<file path="config.mk">
export PLATFORM = sky130hd
export DESIGN_NAME = lead_one_det
export DESIGN_NICKNAME = d
export VERILOG_FILES = /design/src/rtl/lead_one_pkg.sv /design/src/rtl/lead_one_onehot.sv /design/src/rtl/lead_one_group.sv /design/src/rtl/lead_one_scan.sv /design/src/rtl/lead_one_det.sv
export SDC_FILE = /design/constraint.sdc
export NUM_CORES = 1
export LEC_CHECK = 0
export BUFFER_PORTS_ARGS = -buffer_cell sky130_fd_sc_hd__buf_2
export CORE_AREA = 2 2 39 41
export DETAILED_ROUTE_END_ITERATION = 10
export DIE_AREA = 0 0 41 43
export SYNTH_ARGS = -nofsm -noshare
export SYNTH_HDL_FRONTEND = slang
export SYNTH_SLANG_ARGS = --single-unit
</file>
<file path="constraint.sdc">
create_clock -name vclk -period 4.5
set_input_delay 0.9 -clock vclk [all_inputs]
set_output_delay 0.9 -clock vclk [all_outputs]
set_load 0.01 [all_outputs]
</file>
<file path="src/rtl/lead_one_pkg.sv">
package lead_one_pkg;
  function automatic int unsigned pos_bits(int unsigned w);
    return $clog2(w + 1);
  endfunction
endpackage

</file>
<file path="src/rtl/lead_one_onehot.sv">
module lead_one_onehot
  import lead_one_pkg::*;
#(
  parameter int unsigned WIDTH = 16,
  localparam int unsigned OUT_W = pos_bits(WIDTH)
) (
  input  logic [WIDTH-1:0] vec_i,
  output logic [OUT_W-1:0] pos_o
);
  always_comb begin
    pos_o = '0;
    for (int i = $low(vec_i); i <= $high(vec_i); i++) begin
      pos_o = pos_o | (vec_i[i] ? OUT_W'(i + 1) : '0);
    end
    // contract of this style: result undefined with more than one bit set
    assert_onehot_input_R5: assert ($onehot0(vec_i));
  end
endmodule

</file>
<file path="src/rtl/lead_one_group.sv">
module lead_one_group
  import lead_one_pkg::*;
#(
  parameter int unsigned WIDTH   = 16,
  parameter int unsigned GROUP_W = 4,
  localparam int unsigned OUT_W  = pos_bits(WIDTH),
  localparam int unsigned NGRP   = (WIDTH + GROUP_W - 1) / GROUP_W,
  localparam int unsigned PAD_W  = NGRP * GROUP_W,
  localparam int unsigned GSEL_W = (NGRP > 1) ? $clog2(NGRP) : 1,
  localparam int unsigned BSEL_W = (GROUP_W > 1) ? $clog2(GROUP_W) : 1
) (
  input  logic [WIDTH-1:0] vec_i,
  output logic [OUT_W-1:0] pos_o
);
  logic [PAD_W-1:0]   padded;
  logic [NGRP-1:0]    grp_any;
  logic [GSEL_W-1:0]  grp_sel;
  logic               grp_hit;
  logic [GROUP_W-1:0] grp_bits;
  logic [BSEL_W-1:0]  bit_sel;

  generate
    if (PAD_W > WIDTH) begin : g_pad
      assign padded = {{(PAD_W - WIDTH){1'b0}}, vec_i};
    end else begin : g_nopad
      assign padded = vec_i;
    end
    for (genvar g = 0; g < NGRP; g++) begin : g_any
      assign grp_any[g] = |padded[g*GROUP_W +: GROUP_W];
    end
  endgenerate

  // level 1: highest populated group
  always_comb begin
    grp_sel = '0;
    grp_hit = 1'b0;
    for (int g = 0; g < NGRP; g++) begin
      if (grp_any[g]) begin
        grp_sel = GSEL_W'(g);
        grp_hit = 1'b1;
      end
    end
  end

  assign grp_bits = padded[int'(grp_sel)*GROUP_W +: GROUP_W];

  // level 2: highest bit inside the chosen group
  always_comb begin
    bit_sel = '0;
    for (int b = 0; b < GROUP_W; b++) begin
      if (grp_bits[b]) bit_sel = BSEL_W'(b);
    end
  end

  always_comb begin
    case (grp_hit)
      1'b1:    pos_o = OUT_W'(int'(grp_sel) * GROUP_W + int'(bit_sel) + 1);
      default: pos_o = '0;
    endcase
    assert_group_nonempty_R1: assert (!grp_hit || grp_bits != '0);
  end
endmodule

</file>
<file path="src/rtl/lead_one_scan.sv">
module lead_one_scan
  import lead_one_pkg::*;
#(
  parameter int unsigned WIDTH = 16,
  parameter bit          FROM_TOP = 1'b1,
  localparam int unsigned OUT_W = pos_bits(WIDTH)
) (
  input  logic [WIDTH-1:0] vec_i,
  output logic [OUT_W-1:0] pos_o
);
  logic found;

  generate
    if (FROM_TOP) begin : g_down
      always_comb begin
        pos_o = '0;
        found = 1'b0;
        for (int i = $high(vec_i); i >= $low(vec_i); i--) begin
          if (!found && vec_i[i]) begin
            pos_o = OUT_W'(i + 1);
            found = 1'b1;
          end
        end
        assert_found_matches_R2: assert (found == (vec_i != '0));
      end
    end else begin : g_up
      always_comb begin
        pos_o = '0;
        found = 1'b0;
        for (int i = $low(vec_i); i <= $high(vec_i); i++) begin
          if (vec_i[i]) begin
            pos_o = OUT_W'(i + 1);
            found = 1'b1;
          end
        end
        assert_found_matches_R2: assert (found == (vec_i != '0));
      end
    end
  endgenerate
endmodule

</file>
<file path="src/rtl/lead_one_det.sv">
module lead_one_det
  import lead_one_pkg::*;
#(
  parameter int unsigned WIDTH   = 16,
  parameter int unsigned GROUP_W = 4,
  parameter string       STYLE   = "PRIORITY",
  localparam int unsigned OUT_W  = pos_bits(WIDTH)
) (
  input  logic [WIDTH-1:0] vec_i,
  output logic [OUT_W-1:0] pos_o
);
  localparam bit IS_ONEHOT = (STYLE == "ONEHOT");

  generate
    if (STYLE == "ONEHOT") begin : g_onehot
      lead_one_onehot #(.WIDTH(WIDTH)) u_core (.vec_i(vec_i), .pos_o(pos_o));
    end else if (STYLE == "PRIORITY") begin : g_prio
      lead_one_group #(.WIDTH(WIDTH), .GROUP_W(GROUP_W)) u_core (.vec_i(vec_i), .pos_o(pos_o));
    end else if (STYLE == "SCAN_DOWN") begin : g_sdown
      lead_one_scan #(.WIDTH(WIDTH), .FROM_TOP(1'b1)) u_core (.vec_i(vec_i), .pos_o(pos_o));
    end else if (STYLE == "SCAN_UP") begin : g_sup
      lead_one_scan #(.WIDTH(WIDTH), .FROM_TOP(1'b0)) u_core (.vec_i(vec_i), .pos_o(pos_o));
    end else begin : g_bad
      $error("lead_one_det: unknown STYLE");
    end
  endgenerate

  always_comb begin
    assert_zero_iff_empty_R2: assert ((vec_i == '0) == (pos_o == '0));
    assert_pos_in_range_R4: assert (int'(pos_o) <= WIDTH);
    for (int i = 0; i < WIDTH; i++) begin
      if (int'(pos_o) == i + 1 && (!IS_ONEHOT || $onehot0(vec_i)))
        assert_reported_bit_set_R1: assert (vec_i[i]);
      if (i >= int'(pos_o) && !IS_ONEHOT)
        assert_upper_bits_clear_R1: assert (!vec_i[i]);
    end
  end
endmodule

</file>
# [Word level (Yosys, flattened, before mapping)]
# Index checks and enable logic that the tools add are counted.
[classes] add_sub_neg=2 n_shift=1 n_mux=11 reduce_logical=4
[ops] cell="4-bit OR reduction" count=4
[ops] cell="16-bit by 5-bit indexed part select with 4-bit output" count=1
[ops] cell="2-bit 2-to-1 mux" count=4
[ops] cell="1-bit 2-to-1 mux" count=6
[ops] cell="4-bit by 2-bit adder with 5-bit output" count=1
[ops] cell="5-bit by 1-bit adder with 5-bit output (second input constant)" count=1
[ops] cell="5-bit 2-to-1 mux" count=1
[totals] ff_bits=0 input_bits=16 out_inout_bits=5

# [Logic depth before layout (Yosys ltp)]
[logic_depth] word_depth=11 depth_mapped=7 depth_no_buf=6

# [Worst setup path before layout]
# OpenSTA, ideal clock, no wires.
[synth_timing] path_kind="input to output" startpoint="input port vec_i[15]" endpoint="output port pos_o[3]" t_arrival_ns=2.075 t_required_ns=3.600 setup_slack_ns=1.525 cell_stages=6 n_path_buf=1 cell_sequence="nor4_4 and2_1 buf_6 a22oi_2 ha_1 o21ai_0"
[synth_via] elab_chain_cells=9 word_cells_on_any_way=10 classes_between="2 x add/sub; 1 x shift; 6 x mux; 1 x reduce/logical"
[synth_rtl] item="start, declared" line="lead_one_det.sv:9" text="input logic [WIDTH-1:0] vec_i,"
[synth_rtl] item="4-bit OR reduction" line="lead_one_group.sv:29" text="assign grp_any[g] = |padded[g*GROUP_W +: GROUP_W];"
[synth_rtl] item="2-bit 2-to-1 mux" line="lead_one_group.sv:38" text="if (grp_any[g]) begin"
[synth_rtl] item="16-bit by 5-bit indexed part select with 4-bit output" line="lead_one_group.sv:45" text="assign grp_bits = padded[int'(grp_sel)*GROUP_W +: GROUP_W];"
[synth_rtl] item="1-bit 2-to-1 mux" line="lead_one_group.sv:51" text="if (grp_bits[b]) bit_sel = BSEL_W'(b);"
[synth_rtl] item="2-bit 2-to-1 mux (2 in series)" line="lead_one_group.sv:51"
[synth_rtl] item="4-bit by 2-bit adder with 5-bit output" line="lead_one_group.sv:57" text="1'b1: pos_o = OUT_W'(int'(grp_sel) * GROUP_W + int'(bit_sel) + 1);"
[synth_rtl] item="5-bit by 1-bit adder with 5-bit output" line="lead_one_group.sv:57"
[synth_rtl] item="5-bit 2-to-1 mux (*)" line="lead_one_group.sv:56" text="case (grp_hit)"
[synth_rtl] item="end, declared" line="lead_one_det.sv:10" text="output logic [OUT_W-1:0] pos_o"
# Every way passes the cells marked *; elsewhere a longest branch is shown, timed or not.

# [Worst setup path after layout]
[layout_timing] startpoint="input port vec_i[15]" endpoint="output port pos_o[2]"
# Same word-level chain as after synthesis.

==> qor.csv <==
metric,value,unit
startpoint_type,primary input,
fin_crit_sh,72.3,%
grt_setup_unrepaired,false,
drc,0,
drt_first_pass_iters,2,
slowest_delay,380,ps
drt-vias-per-instance,4.69,
worst_pin_slew,409,ps
worst-setup-path-type,primary input to primary output,
setup_violations,0,
synthesis.nets,46,
switching_share,51.2,%
synth_mux_area_share,0,%
vias,300,
yosysTopAreaCellShare,10.8,%
netlist_area,233,um^2
synth_top_family_by_area,simple AND/OR/NAND/NOR gates,
rows,14,
dieArea,0.00176,mm^2
max_freq,307,MHz
switchingPower,0.0129,mW
synth-compound-area-share,39.2,%
core-area,0.00138,mm^2
crit_top_cell,buf_2,
postCtsSetupBuffers,0,
grt_usage,7.59,%
fin_tns_setup,0,ps
final_util,24.3,%
antenna_found_initial,0,
drt_iter0_drc,4,
crit_fanout,7,
p_comb_share,100.0,%
grt_pass1_wl,1.01,mm
synthAdderAreaFrac,5.38,%
grt_pass1_vias,277,
intPower,0.0123,mW
min-delay-start,vec_i[15],
synth_cells,29,
synth_seq_area_share,0,%
diodes,0,
yosys_warnings,0,
clkbuf_count,0,
slew-limit-headroom,72.5,%
area_growth,44.6,%
dp.final_hpwl,571,um
final-hold-violation-count,0,
post_synth.cell_area_avg,8.02,um^2
synth_cell_type_count,22,
cp_slowest_cell,nor4_4,
initial_utilization,16.8,%
p_leak,0.141,nW
grt_max_degree,8,
wire_per_inst,9.83,um
port_buffers,21,
drv_slew,0,
dieWidth,41,um
seq_cells,0,
wl,629,um
worstPathCellList,"buf_2, nor4_4, and2_1, a22oi_2, ha_1, nor2b_1, buf_2",
synthXorXnorAreaFrac,0,%
grt_overflow,0,
hold_buffers,0,
synth_top_area_cell,nor4_2,
outcome,"complete, no violations",
power_frac_clock,0,%
final_nets,67,
synth.area.top_cells,"nor4_2 (11%), nor4_4 (9.1%), a221oi_1 (7.5%), o21ai_0 (6.5%), a211oi_1 (6.5%)",
seq_power_share,0,%
fin_crit,3250,ps
die_height,43,um
min_path_type,primary input to primary output,
drtAntennaViolNets,0,
cp_data_required_time,3600,ps
arrival,2350,ps
cts-resized-gates,0,
total_power,0.0252,mW
cap_viol_max_count,0,
p_per_area,75.0,mW/mm^2
peakVddDrop,0.0172,mV
ios,21,
yosysMostFrequentCell,o21ai_0,
regArea,0,um^2
synth-simple-area-share,43.0,%
drive_gt1_share,56.3,%
gp_congestion,0.779,
crit_start,vec_i[15],
worst_setup_path_end_kind,primary output,
[metal layers]
layer  GRT usage (%)  share of wire (%)
met2            14.1                 50
met4               0                  0
met3               0                7.2
met5               0                  0
met1            9.81                 43
[power by group through the flow]
| stage | registers [mW] | clock network [mW] | logic, mW |
|---|---|---|---|
| CTS | 0 | 0 | 0.0257 |
| global route | 0 | 0 | 0.0282 |
| global placement | 0 | 0 | 0.0254 |
| detailed placement | 0 | 0 | 0.0257 |
| floorplan | 0 | 0 | 0.0112 |
| finish | 0 | 0 | 0.0252 |
[placed cells by master (no fill, tap or decap)]
cell type  instances
buf_2             21
o21ai_0            3
nor4_2             2
inv_1              2
nor3_1             2
a221oi_1           2
a211oi_1           2
nor4_4             1
and2_1             1
nor4_1             1
nand2_1            1
nand3_1            1
a21oi_1            1
a22oi_2            1
and3_2             1
nor2b_1            1
a31o_2             1
nor4b_1            1
a21o_1             1
a221o_1            1
ha_1               1
[area by class of cell]
cell class	count	area, um^2
fillers	164	1050
multi-input cells	25	204
repair buffers	21	105
well taps	16	20.0
inverters	2	7.51
[through the flow]
step           hold slack [ps]  cell area (um^2)  instances  setup WS [ps]
2_1_floorplan             1980               233         29           1530
3_3_place_gp              2050               337         64           1250
3_5_place_dp              2060               337         64           1240
4_1_cts                   2060               337         64           1240
5_1_grt                   2060               337         64           1100
6_report                  2050               337         64           1250
[critical path, delay by kind of cell]
| kind | cells | cell delay (ps) |
|---|---|---|
| adders and majority gates | 1 | 270 |
| and+or+nand+nor | 3 | 820 |
| buffers and inverters | 2 | 250 |
| AOI/OAI and AO/OA | 1 | 110 |
[logic make-up (layout without fill, tap and decap cells)]
| kind of cell | Yosys count | after routing |
|---|---|---|
| AND/OR/NAND/NOR | 12 | 12 |
| adder cells (fa/ha/maj) | 1 | 1 |
| AO/OA/AOI/OAI | 12 | 12 |
| buffers and inverters | 4 | 23 |
[path summary, 6_finish.rpt]
path,endpoint,slack (ps),cells after the start
min,pos_o[4],2050,2
max,pos_o[2],1250,7
No activity file was read; power rests on OpenSTA's default activity.
